### config.mk
export PLATFORM = sky130hd
export DESIGN_NAME = link_energy_pm
export DESIGN_NICKNAME = d
export VERILOG_FILES = /design/src/rtl/pm_pkg.sv /design/src/rtl/pm_lfsr.sv /design/src/rtl/pm_timer.sv /design/src/rtl/pm_fsm.sv /design/src/rtl/link_energy_pm.sv
export SDC_FILE = /design/constraint.sdc
export NUM_CORES = 1
export LEC_CHECK = 0
export ABC_AREA = 1
export BUFFER_PORTS_ARGS = -buffer_cell sky130_fd_sc_hd__buf_4
export CAP_MARGIN = 20
export CELL_PAD_IN_SITES_DETAIL_PLACEMENT = 0
export CELL_PAD_IN_SITES_GLOBAL_PLACEMENT = 2
export CORE_MARGIN = 3
export CORE_UTILIZATION = 37
export DETAILED_ROUTE_END_ITERATION = 6
export PLACE_DENSITY_LB_ADDON = 0.1
export SLEW_MARGIN = 25
export SYNTH_ARGS = -nofsm -noshare
export SYNTH_HDL_FRONTEND = slang
export SYNTH_SLANG_ARGS = --single-unit
### constraint.sdc
create_clock -name clk -period 16.6 [get_ports clk]
set_input_delay 1.66 -clock clk [delete_from_list [all_inputs] [get_ports clk]]
set_output_delay 1.66 -clock clk [all_outputs]
set_load 0.01 [all_outputs]
### src/rtl/pm_pkg.sv
// Package: shared state encoding for the link energy-detect power manager.
// Assumes: the state code is also driven out on a port, so the values are fixed.
package pm_pkg;
    typedef enum logic [1:0] {
        PM_NORMAL = 2'b00,
        PM_LOWPWR = 2'b01,
        PM_WAKEUP = 2'b10
    } pm_state_e;
endpackage

### src/rtl/pm_lfsr.sv
// Module: pm_lfsr
// Free-running Galois LFSR that supplies the sleep-interval jitter.
// Assumes: SEED is nonzero and TAPS is a maximal-length mask for W bits.
module pm_lfsr #(
    parameter int          W    = 16,
    parameter logic [W-1:0] TAPS = 16'hB400,
    parameter logic [W-1:0] SEED = 16'h5A3C
) (
    input  logic         clk,
    input  logic         rst_n,
    output logic [W-1:0] value
);
    // Shift every cycle; the seed is loaded at reset.
    always_ff @(posedge clk) begin
        if (!rst_n)
            value <= SEED;
        else
            value <= (value >> 1) ^ (value[0] ? TAPS : '0);
    end
endmodule

### src/rtl/pm_timer.sv
// Module: pm_timer
// Shared millisecond down-counter. A load wins over counting. expire is high
// when the tick that brings the count to zero arrives, so a load of N expires
// on the Nth tick after the load.
// Assumes: loads are never zero; only one timed activity runs at a time.
module pm_timer #(
    parameter int CW = 12
) (
    input  logic          clk,
    input  logic          rst_n,
    input  logic          tick,
    input  logic          load,
    input  logic [CW-1:0] load_val,
    output logic          expire
);
    logic [CW-1:0] cnt;

    // Expiry is flagged on the tick that would take the count to zero.
    assign expire = tick && (cnt <= CW'(1));

    // Load on request, otherwise count down one step per tick.
    always_ff @(posedge clk) begin
        if (!rst_n)
            cnt <= '0;
        else if (load)
            cnt <= load_val;
        else if (tick && cnt != '0)
            cnt <= cnt - CW'(1);
    end
endmodule

### src/rtl/pm_fsm.sv
// Module: pm_fsm
// State sequencer. It picks the next state, tells the shared timer what to load,
// and decodes the power-down and wake-up request outputs.
// Priorities: disable > link up > link-loss expiry in normal, and
// energy > sleep expiry in low power. Energy is not looked at in wake-up.
// Assumes: rand_val changes every cycle; media_fiber is stable during a wake-up.
module pm_fsm
    import pm_pkg::*;
#(
    parameter int TPS      = 1000,
    parameter int NEG_MS   = 80,
    parameter int POS_MS   = 60,
    parameter int FIBER_MS = 30,
    parameter int RW       = 16,
    parameter int CW       = 12
) (
    input  logic          clk,
    input  logic          rst_n,
    input  logic          pm_en,
    input  logic          media_fiber,
    input  logic          energy_det,
    input  logic          link_up,
    input  logic [1:0]    sleep_sel,
    input  logic [1:0]    linkloss_sel,
    input  logic          flp_done,
    input  logic          tmr_expire,
    input  logic [RW-1:0] rand_val,
    output logic          tmr_load,
    output logic [CW-1:0] tmr_val,
    output pm_state_e     state,
    output logic          power_down,
    output logic          flp_req,
    output logic          zero_page_req
);
    localparam int SPAN = NEG_MS + POS_MS + 1;

    pm_state_e     nxt;
    logic          armed;
    logic [CW-1:0] sleep_val;
    logic [CW-1:0] loss_val;

    // Timer reload values: nominal sleep plus jitter, and the link-loss timeout.
    always_comb begin
        sleep_val = CW'((int'(sleep_sel) + 1) * TPS + int'(rand_val % RW'(SPAN)) - NEG_MS);
        loss_val  = CW'((int'(linkloss_sel) + 1) * TPS);
    end

    // Next-state and timer-load decision.
    always_comb begin
        nxt      = state;
        tmr_load = 1'b0;
        tmr_val  = loss_val;
        if (!pm_en) begin
            nxt      = PM_NORMAL;
            tmr_load = 1'b1;
        end else begin
            case (state)
                PM_NORMAL: begin
                    if (link_up || !armed) begin
                        tmr_load = 1'b1;
                    end else if (tmr_expire) begin
                        nxt      = PM_LOWPWR;
                        tmr_load = 1'b1;
                        tmr_val  = sleep_val;
                    end
                end
                PM_LOWPWR: begin
                    if (energy_det) begin
                        nxt      = PM_NORMAL;
                        tmr_load = 1'b1;
                    end else if (tmr_expire) begin
                        nxt      = PM_WAKEUP;
                        tmr_load = 1'b1;
                        tmr_val  = CW'(FIBER_MS);
                    end
                end
                PM_WAKEUP: begin
                    if (media_fiber ? tmr_expire : flp_done) begin
                        nxt      = PM_LOWPWR;
                        tmr_load = 1'b1;
                        tmr_val  = sleep_val;
                    end
                end
                default: begin
                    nxt      = PM_NORMAL;
                    tmr_load = 1'b1;
                end
            endcase
        end
    end

    // State register; armed forces one timer load in the first cycle after reset.
    always_ff @(posedge clk) begin
        if (!rst_n) begin
            state <= PM_NORMAL;
            armed <= 1'b0;
        end else begin
            state <= nxt;
            armed <= 1'b1;
        end
    end

    // Output decode, gated by the enable so that disabling takes effect at once.
    always_comb begin
        power_down    = pm_en && (state == PM_LOWPWR);
        flp_req       = pm_en && (state == PM_WAKEUP) && !media_fiber;
        zero_page_req = pm_en && (state == PM_WAKEUP) && media_fiber;
    end
endmodule

### src/rtl/link_energy_pm.sv
// Module: link_energy_pm (top)
// Energy-detect power manager for an Ethernet PHY: normal / low power / wake-up.
// Assumes: tick_1ms is a one-cycle pulse; energy_det and link_up are already
// synchronous to clk; the pulse generator answers flp_req with flp_done.
module link_energy_pm
    import pm_pkg::*;
#(
    parameter int          TICKS_PER_S = 1000,
    parameter int          OFFSET_NEG  = 80,
    parameter int          OFFSET_POS  = 60,
    parameter int          FIBER_MS    = 30,
    parameter int          LFSR_W      = 16,
    parameter logic [15:0] LFSR_TAPS   = 16'hB400,
    parameter logic [15:0] LFSR_SEED   = 16'h5A3C
) (
    input  logic       clk,
    input  logic       rst_n,
    input  logic       tick_1ms,
    input  logic       pm_en,
    input  logic       media_fiber,
    input  logic       energy_det,
    input  logic       link_up,
    input  logic [1:0] sleep_sel,
    input  logic [1:0] linkloss_sel,
    input  logic       flp_done,
    output logic [1:0] state_o,
    output logic       power_down,
    output logic       flp_req,
    output logic       zero_page_req
);
    localparam int MAXV = 4 * TICKS_PER_S + OFFSET_POS;
    localparam int CW   = $clog2(MAXV + 1);

    logic [LFSR_W-1:0] rand_val;
    logic              tmr_load;
    logic [CW-1:0]     tmr_val;
    logic              tmr_expire;
    pm_state_e         state;

    pm_lfsr #(
        .W    (LFSR_W),
        .TAPS (LFSR_W'(LFSR_TAPS)),
        .SEED (LFSR_W'(LFSR_SEED))
    ) i_lfsr (
        .clk   (clk),
        .rst_n (rst_n),
        .value (rand_val)
    );

    pm_timer #(.CW(CW)) i_timer (
        .clk      (clk),
        .rst_n    (rst_n),
        .tick     (tick_1ms),
        .load     (tmr_load),
        .load_val (tmr_val),
        .expire   (tmr_expire)
    );

    pm_fsm #(
        .TPS      (TICKS_PER_S),
        .NEG_MS   (OFFSET_NEG),
        .POS_MS   (OFFSET_POS),
        .FIBER_MS (FIBER_MS),
        .RW       (LFSR_W),
        .CW       (CW)
    ) i_fsm (
        .clk           (clk),
        .rst_n         (rst_n),
        .pm_en         (pm_en),
        .media_fiber   (media_fiber),
        .energy_det    (energy_det),
        .link_up       (link_up),
        .sleep_sel     (sleep_sel),
        .linkloss_sel  (linkloss_sel),
        .flp_done      (flp_done),
        .tmr_expire    (tmr_expire),
        .rand_val      (rand_val),
        .tmr_load      (tmr_load),
        .tmr_val       (tmr_val),
        .state         (state),
        .power_down    (power_down),
        .flp_req       (flp_req),
        .zero_page_req (zero_page_req)
    );

    assign state_o = state;
endmodule

* Word level (Yosys, flattened, before mapping)
Cells that the tools add are included.
Operators by class: add/sub/neg operators 5, multipliers 2, div/mod/pow operators 1, $lt $le $gt $ge 1, equality and inequality tests 6, mux-type cells 24, bitwise operators 1, reductions and logical operators 14
Operators by type and width (count):
- $mux W12 | 8
- $mul A32 B8 Y9 const B | 2
- $pmux W12 S3 | 1
- $mod A16 B8 Y32 const B | 1
- $mux W16 | 1
- $xor A15 B16 Y16 | 1
- $add A12 B12 Y12 | 1
- $le A12 B1 Y1 const B | 1
- $reduce_bool A12 Y1 | 1
- $sub A12 B1 Y12 const B | 1
- $sub A12 B8 Y12 const B | 1
- $mux W2 | 5
- $mux W1 | 7
- $add A2 B1 Y3 const B | 2
- $logic_and A1 B1 Y1 | 6
- $pmux W2 S3 | 1
- $ne A2 B1 Y1 const B | 2
- $reduce_and A4 Y1 | 1
- $ne A3 B2 Y1 const B | 1
- $pmux W1 S3 | 1
- $eq A2 B1 Y1 const B | 1
- $eq A2 B2 Y1 const B | 1
- $logic_not A1 Y1 | 2
- $logic_not A2 Y1 | 1
- other kinds (4) | 4
Storage, ports and cells: flip-flop bits (word level) 31, input port bits 12, output and inout port bits 5, word-level logic and storage cells 58

* Longest topological paths before layout
Gate-level depths: netlist of run 1.
depth in word-level cells 9, depth in mapped cells 94, mapped depth without buffers 90

* By module
Synthesis of run 1 repeated with hierarchy kept, for this count alone.
Unflattened totals: cell total of the unflattened synthesis 1215, area total of the unflattened synthesis 6722.7 sq um
Modules (own cells, without submodules):
- pm_fsm | instances 1, cells each 1016, area each 5293.8 sq um
- pm_timer | instances 1, cells each 143, area each 943.4 sq um
- pm_lfsr | instances 1, cells each 56, area each 485.5 sq um

* Worst setup path before layout of run 1
OpenSTA, ideal clock, no wires.
path type register to register, start register i_lfsr.value[13], end register i_timer.cnt[11], setup time 0.070 ns, data arrival time 9.636 ns, data required time 16.530 ns, setup slack 6.894 ns, stages on the path, launching flop included 88, buffers on the path 6, clock period less this slack 9.706 ns, path through dfxtp_1 > inv_2 > nand2_1 > nor2_2 > nand2_4 > ha_1 > o21ai_4 > nand2_1 > o211ai_2 > nand2_1 > nand2_1 > nand2_1 > nor2_1 > nand4_1 > nand2_2 > inv_2 > nand2_2 > nand2_1 > [... 52 more ...] > inv_1 > ha_1 > ha_1 > a21oi_1 > nand2_1 > a21oi_1 > nor2_1 > o21ai_0 > nand2_1 > a21oi_1 > xor2_1 > xor2_1 > inv_1 > nand3_1 > nand3_1 > nand2_1 > nand2_1 > a21oi_1
On the way: word-level cells in the longest chain between the ends 8, elaborated cells on any way between the ends 9, those cells by class add/sub (2); div (1); mux (6)
Ends and longest elaborated chain:
- from (decl) | line pm_lfsr.sv:11 | output logic [W-1:0] value
- from (signal assigned) | line pm_lfsr.sv:18 | value <= (value >> 1) ^ (value[0] ? TAPS : '0);
- $mod A16 B8 Y32 * | line pm_fsm.sv:44 | sleep_val = CW'((int'(sleep_sel) + 1) * TPS + int'(rand_val % RW'(SPAN)) - NEG_MS);
- $add A12 B12 Y12 * | line pm_fsm.sv:44
- $sub A12 B8 Y12 * | line pm_fsm.sv:44
- $mux W12 | line pm_fsm.sv:61 | end else if (tmr_expire) begin
- $mux W12 | line pm_fsm.sv:59 | if (link_up || !armed) begin
- $pmux W12 S3 * | line pm_fsm.sv:57 | case (state)
- $mux W12 * | line pm_fsm.sv:53 | if (!pm_en) begin
- $mux W12 * | line pm_timer.sv:25 | else if (load)
- to (signal assigned) | line pm_timer.sv:26 | cnt <= load_val;
- to (signal assigned) | line pm_timer.sv:28 | cnt <= cnt - CW'(1);
- to (decl) | line pm_timer.sv:16 | logic [CW-1:0] cnt;
Every way passes the cells marked *; elsewhere a longest branch is shown, timed or not. A chain may end at the register's enable or synchronous reset.

* Worst setup path in the final report of run 1
Same ends and word-level chain as after synthesis.

==> out/metrics.csv, run 1 <==
stage,metric,value,unit
floorplan,die area,19600,µm²
place,pre-CTS setup slack,4770,ps
timing,fin crit period,11860,ps
timing,Finish-stage setup viols,0,
worst_setup_path,"Max FO, Critical Path",31,
worst_setup_path,Critical Path Most Common Cell,nand2_1,
cts,"Setup Fix Bufs, Post-CTS",0,
floorplan,Rows,48,
worst_setup_path,stages on the worst setup path,84,
detailed_routing,via-per-instance ratio,4.90,
yosys,"top cells by area, synth","nand2_1, dfxtp_1, inv_1",
detailed_routing,DR WL met2,8.11,mm
timing,Setup WS post-layout,4740,ps
global_routing,GR Overflow Total,0,
final_layout,final antenna diode count,0,
detailed_routing,first drt pass iteration count,5,
worst_setup_path,worst path bufs/invs,9,
cts,# hold bufs at CTS,0,
yosys,multiplexer area fraction after synthesis,0,%
detailed_routing,DRT Wirelength,18.0,mm
cts,clock tree buffer depth,2,
yosys,share of the synthesized area in the top cell type,21.5,%
detailed_routing,drt wl/cell,12.8,µm
cts,later-pin clock latency in the skew report,270,ps
detailed_routing,post-route ant nets,0,
yosys,"flops & latches, synth",31,
floorplan,Initial Util,38.1,%
yosys,sequential cell area fraction in the yosys report,9.34,%
final_layout,multi-input logic area,5190,µm²
status,status,completed,
detailed_routing,drt initial violations,404,
flow_run,number of max-cap violations,0,
worst_setup_path,critical path class,flop to flop,
timing,accumulated negative setup slack,0,ps
final_layout,Post-Layout Cell Count,1411,
worst_setup_path,Worst path slowest cell,inv_2,
global_routing,first-pass GRT wire length,31.0,mm
floorplan,Die Ht,140,µm
yosys,adder-cell share of the synthesized area,7.50,%
detailed_routing,met3 WL,414,µm
floorplan,Die W,140,µm
timing,crit share post-route,71.4,%
cts,CTS tree,yes,
yosys,Cells after Synth,1181,
cts,post-cts sizing count,0,
worst_setup_path,CP peak stage delay,540,ps
yosys,Async SR Flop Fraction,0,%
place,I/O Buffers,16,
yosys,"Top FF cell, synth",dfxtp_1,
detailed_routing,vias,6915,
place,Placed Cells,1403,
place,gpl congestion,0.831,
global_routing,largest net degree at the start of global routing,32,
global_routing,GRT Overall Usage,18.4,%
detailed_routing,top routing layer used,met4,
final_layout,share of cells above drive strength 1,13.9,%
yosys,most frequent cell after synthesis,nand2_1,
yosys,xor/xnor share of the synthesized area,7.91,%
timing,RSZ-0062 raised after global routing,no,
final_layout,Synth-to-Final Area Change,6.61,%
detailed_routing,DRC viols,0,
yosys,"EDFF count, synth",0,
worst_setup_path,arrival time worst endpoint,12060,ps
yosys,Mapped Area,6640,µm²
yosys,largest family of logic cells by synthesized area,simple AND/OR/NAND/NOR gates,
hold_path,worst hold stages,2,
final_layout,final net count,1235,
detailed_routing,wire length on met1,9.43,mm
final_layout,Reg area,621,µm²
timing,Slew Limit Fails,0,
final_layout,Filler cells,1988,
timing,final hold vios,0,
cts,TritonCTS Sinks,31,
floorplan,CORE AREA,17400,µm²
yosys,synth warn,0,
yosys,Netlist cell types,47,
yosys,Synth Area in Compound Gates,9.83,%
yosys,Synth Area in Simple Gates,53.0,%
cts,total number of H-tree levels,2,
yosys,Mean Syn Cell Area,5.62,µm²
global_routing,antenna violations before repair,0,
worst_setup_path,Worst R2R Path Depth,84,
timing,Max transition margin,53.1,%
yosys,Synthesized Nets,1231,
cts,TritonCTS Buffers,5,
timing,Post-Route Skew,7.09,ps
cts,clock slew at reported path FFs,60,ps
worst_setup_path,CP Launch Type,flop,
timing,Worst-Margin Slew,703,ps
hold_path,worst min path class,flop to flop,
worst_setup_path,Worst Path Required,16800,ps
yosys,Yosys top cell by area,nand2_1,
yosys,Post-synth top cells,"nand2_1, inv_1, nor2_1, nand3_1, xor2_1",
worst_setup_path,CP endpoint kind,flop,
worst_setup_path,Worst path top cell family by delay,simple AND/OR/NAND/NOR gates,
floorplan,IO Count,17,
cts,CTS Root Cell,clkbuf_16,
place,dpl hpwl,15.0,mm
global_routing,number of global-route vias before repair,6389,
timing,highest clock rate,0.0843,GHz
[through the flow]
| stage | area, µm² | utilization [%] | hold slack [ps] |
|---|---|---|---|
| after CTS | 7080 | 40.7 | 472 |
| after global routing | 7080 | 40.7 | 494 |
| after floorplan | 6640 | - | 444 |
| after detailed placement | 6910 | 39.7 | 464 |
| after global placement | 6910 | 39.7 | 462 |
| final | 7080 | 40.7 | 469 |
[final cells by class]
type | count | area share [%]
clock inverter | 2 | 0.495
clock buffer | 6 | 1.96
sequential | 31 | 8.76
tap | 225 | 3.98
inverter | 182 | 9.65
multi-input combinational | 948 | 73.4
timing repair buffer | 17 | 1.80
[cell usage in the layout (no fill, tap or decap), drive strengths merged, types with 6 or more instances in the layout]
master / netlist / layout
o211ai: 10 / 10
a21oi: 36 / 36
nand2: 436 / 436
nor3: 14 / 14
clkbuf: 7 / 6
o21ai: 55 / 55
inv: 181 / 181
nand4: 42 / 42
buf: 13 / 17
xor2: 44 / 44
dfxtp: 31 / 31
nor2: 147 / 147
ha: 35 / 35
nand3: 91 / 91
xnor2: 16 / 16
[flip-flops by register name, indices dropped and copies added, names as in the netlist]
| signal | count |
|---|---|
| i_lfsr.value | 16 |
| i_fsm.state | 2 |
| i_fsm.armed | 1 |
| i_timer.cnt | 12 |
[path summary, 6_finish.rpt]
check                                      end                         from  slack [ps]
hold / removal      i_lfsr.value[8]$_SDFF_PN0_   i_lfsr.value[9]$_SDFF_PN1_         470
hold reg to reg     i_lfsr.value[8]$_SDFF_PN0_   i_lfsr.value[9]$_SDFF_PN1_         470
setup / recovery  i_timer.cnt[11]$_SDFFE_PN0P_  i_lfsr.value[13]$_SDFF_PN0_        4740
setup reg to reg  i_timer.cnt[11]$_SDFFE_PN0P_  i_lfsr.value[13]$_SDFF_PN0_        4740
[logic make-up after synthesis]
logic type,count (synthesis)
xor+xnor,60
simple gates,740
flops,31
fa+ha+maj,38
buf+inv,202
compound gates,110
[layer usage]
layer / global-route usage (%) / vias up
li1: - / 3746
met1: 27.2 / 3069
met2: 30.1 / 90
met3: 1.60 / 10
met4: 2.09 / 0
met5: 0 / -
[worst register-to-register path: cells and delay by family (launching register included)]
kind / cells / cell delay, ps
and+or+nand+nor: 62 / 7640
buffers and inverters: 9 / 1270
adders and majority gates: 5 / 1130
AOI/OAI and AO/OA: 6 / 930
DFF: 1 / 430
xor gates and xnor gates: 2 / 390
Power of run 1 is left out: the tool's default activity adds up to more than one toggle a clock period on the data nets, which glitch-free logic cannot reach.
==> run 2, diff against run 1 <==
--- a/config.mk
+++ b/config.mk
@@ -11,7 +11,7 @@
 export CELL_PAD_IN_SITES_DETAIL_PLACEMENT = 0
 export CELL_PAD_IN_SITES_GLOBAL_PLACEMENT = 2
 export CORE_MARGIN = 3
-export CORE_UTILIZATION = 37
+export CORE_UTILIZATION = 31
 export DETAILED_ROUTE_END_ITERATION = 6
 export PLACE_DENSITY_LB_ADDON = 0.1
 export SLEW_MARGIN = 25
==> constraint.sdc (replaced) <==
create_clock -name clk -period 9.75 [get_ports clk]
set_input_delay 0.975 -clock clk [delete_from_list [all_inputs] [get_ports clk]]
set_output_delay 0.975 -clock clk [all_outputs]
set_load 0.01 [all_outputs]
==> out/metrics.csv, run 2 (synthesis results as in run 1) <==
stage,metric,value,unit,change
status,status,finished with violations,,was completed
status,failing checks,setup timing,,
detailed_routing,met3 WL,398,µm,was 414 µm
hold_path,worst min path class,flop to flop,,unchanged
detailed_routing,DRC viols,0,,unchanged
timing,RSZ-0062 raised after global routing,yes,,was no
final_layout,"commonest cells after routing, fill and taps aside","buf_4, nand2_1, inv_1",,"was nand2_1, inv_1, nor2_1"
final_layout,final antenna diode count,0,,unchanged
global_routing,antenna violations before repair,0,,unchanged
global_routing,GR Overflow Total,0,,unchanged
detailed_routing,top routing layer used,met4,,unchanged
place,dpl hpwl,17.5,mm,was 15.0 mm
place,pre-CTS setup slack,-471,ps,was 4770 ps
final_layout,Synth-to-Final Area Change,63.7,%,was 6.61%
timing,Worst-Margin Slew,576,ps,was 703 ps
timing,Finish-stage setup viols,1,,was 0
cts,clock tree buffer depth,2,,unchanged
global_routing,GRT Overall Usage,18.0,%,was 18.4%
flow_run,number of max-cap violations,0,,unchanged
global_routing,largest net degree at the start of global routing,31,,was 32
cts,CTS Root Cell,clkbuf_16,,unchanged
timing,Post-Route Skew,8.15,ps,was 7.09 ps
floorplan,CORE AREA,20600,µm²,was 17400 µm²
detailed_routing,drt initial violations,330,,was 404
timing,Max transition margin,61.2,%,was 53.1%
cts,TritonCTS Buffers,5,,unchanged
timing,final hold vios,0,,unchanged
worst_setup_path,Critical Path Most Common Cell,nand2_2,,was nand2_1
timing,Setup WS post-layout,-81.3,ps,was 4740 ps
timing,crit share post-route,101,%,was 71.4%
detailed_routing,DR WL met2,10.6,mm,was 8.11 mm
final_layout,Post-Layout Cell Count,1784,,was 1411
detailed_routing,wire length on met1,11.5,mm,was 9.43 mm
cts,later-pin clock latency in the skew report,280,ps,was 270 ps
final_layout,share of cells above drive strength 1,46.4,%,was 13.9%
place,Placed Cells,1712,,was 1403
worst_setup_path,CP peak stage delay,360,ps,was 540 ps
worst_setup_path,arrival time worst endpoint,10040,ps,was 12060 ps
cts,clock slew at reported path FFs,60,ps,about the same
floorplan,Die Ht,152,µm,was 140 µm
detailed_routing,drt wl/cell,12.7,µm,was 12.8 µm
cts,CTS tree,yes,,unchanged
final_layout,"most common cell after layout, fill and taps aside",buf_4,,was nand2_1
floorplan,Die W,152,µm,was 140 µm
worst_setup_path,CP Launch Type,flop,,unchanged
timing,Slew Limit Fails,0,,unchanged
detailed_routing,vias,8248,,was 6915
place,I/O Buffers,16,,unchanged
floorplan,die area,23200,µm²,was 19600 µm²
final_layout,"Most flops, register",i_lfsr.value,,unchanged
worst_setup_path,critical path class,flop to flop,,unchanged
worst_setup_path,CP endpoint kind,flop,,unchanged
global_routing,number of global-route vias before repair,7668,,was 6389
floorplan,IO Count,17,,unchanged
timing,fin crit period,9830,ps,was 11860 ps
detailed_routing,DRT Wirelength,22.7,mm,was 18.0 mm
worst_setup_path,Worst Path Required,9960,ps,was 16800 ps
floorplan,Rows,52,,was 48
timing,highest clock rate,0.102,GHz,was 0.0843 GHz
global_routing,first-pass GRT wire length,36.1,mm,was 31.0 mm
floorplan,Initial Util,32.2,%,was 38.1%
final_layout,largest registers,"i_lfsr.value: 16 flops, i_timer.cnt: 12 flops, i_fsm.state: 2 flops",,unchanged
detailed_routing,first drt pass iteration count,5,,unchanged
detailed_routing,via-per-instance ratio,4.62,,was 4.90
detailed_routing,post-route ant nets,0,,unchanged
worst_setup_path,Worst path slowest cell,dfxtp_2,,was inv_2
worst_setup_path,flop2flop setup slack,-80,ps,was 4740 ps
final_layout,number of flip-flops in the largest register,16,,unchanged
final_layout,final net count,1563,,was 1235
cts,total number of H-tree levels,2,,unchanged
place,gpl congestion,0.837,,was 0.831
cts,TritonCTS Sinks,31,,unchanged
worst_setup_path,"Max FO, Critical Path",8,,was 31
## run 2: cell types whose count changed in the layout (fill, tap and decap cells not counted), moves of 9 or more
| cell | previous run | this run |
|---|---|---|
| nor2_2 | 20 | 33 |
| a21oi_1 | 34 | 25 |
| nand2_2 | 43 | 103 |
| nand3_2 | 13 | 27 |
| buf_4 | 17 | 310 |
| nor2_4 | 7 | 33 |
| nand2_1 | 381 | 278 |
| nand2_4 | 12 | 55 |
| nor2_1 | 117 | 80 |
| buf_6 | 0 | 25 |
| nand3_1 | 76 | 57 |
## run 2: path summary, 6_finish.rpt
| kind | startpoint | to | depth (start not counted) |
|---|---|---|---|
| setup reg to reg | i_lfsr.value[8]$_SDFF_PN0_ | i_timer.cnt[11]$_SDFFE_PN0P_ | 81 |
| hold reg to reg | i_lfsr.value[7]$_SDFF_PN0_ | i_lfsr.value[6]$_SDFF_PN0_ | 2 |
| setup / recovery | i_lfsr.value[8]$_SDFF_PN0_ | i_timer.cnt[11]$_SDFFE_PN0P_ | 81 |
| hold / removal | i_lfsr.value[7]$_SDFF_PN0_ | i_lfsr.value[6]$_SDFF_PN0_ | 2 |
## run 2: critical path: cells and delay by family (launching register included)
family          cells  cell delay [ps]
compound gates     11             1670
xor+xnor            2              390
fa+ha+maj           4              840
buf+inv            12             1260
flops               1              360
simple gates       52             5180
## run 2: repair_timing
item                                    CTS  global route
pin swaps                                27           129
gates resized for setup                  47           299
setup buffers                            15            47
endpoints found under the setup margin    4             8
hold buffers                              0             0
hold endpoints to repair                  0             0
gates cloned                              3             2
## run 2: stage by stage
| step | cell area (µm²) | util (%) | hold WS [ps] | TNS (ps) |
|---|---|---|---|---|
| after floorplan | 6640 | - | 444 | 0 |
| after global placement | 8970 | 43.5 | 478 | -418 |
| after detailed placement | 8970 | 43.5 | 482 | -868 |
| after CTS | 9440 | 45.8 | 494 | 0 |
| after global routing | 10900 | 52.7 | 509 | -1990 |
| final | 10900 | 52.7 | 485 | -81.3 |
## run 2: layout make-up
cell class	count	area, µm²
Sequential cell	31	631
Clock inverter	3	15.0
Fill cell	2135	9750
Tap cell	270	338
Inverter	182	701
Clock buffer	5	125
Timing Repair Buffer	341	2720
Multi-Input combinational cell	952	6340
## run 2: routing by layer
metal  vias up  GRT usage, %
met5         -             0
met4         0          3.08
met3        18          2.04
met2        70          29.7
met1      3754          25.7
li1       4406             -
Power of run 2 is left out for the same reason.
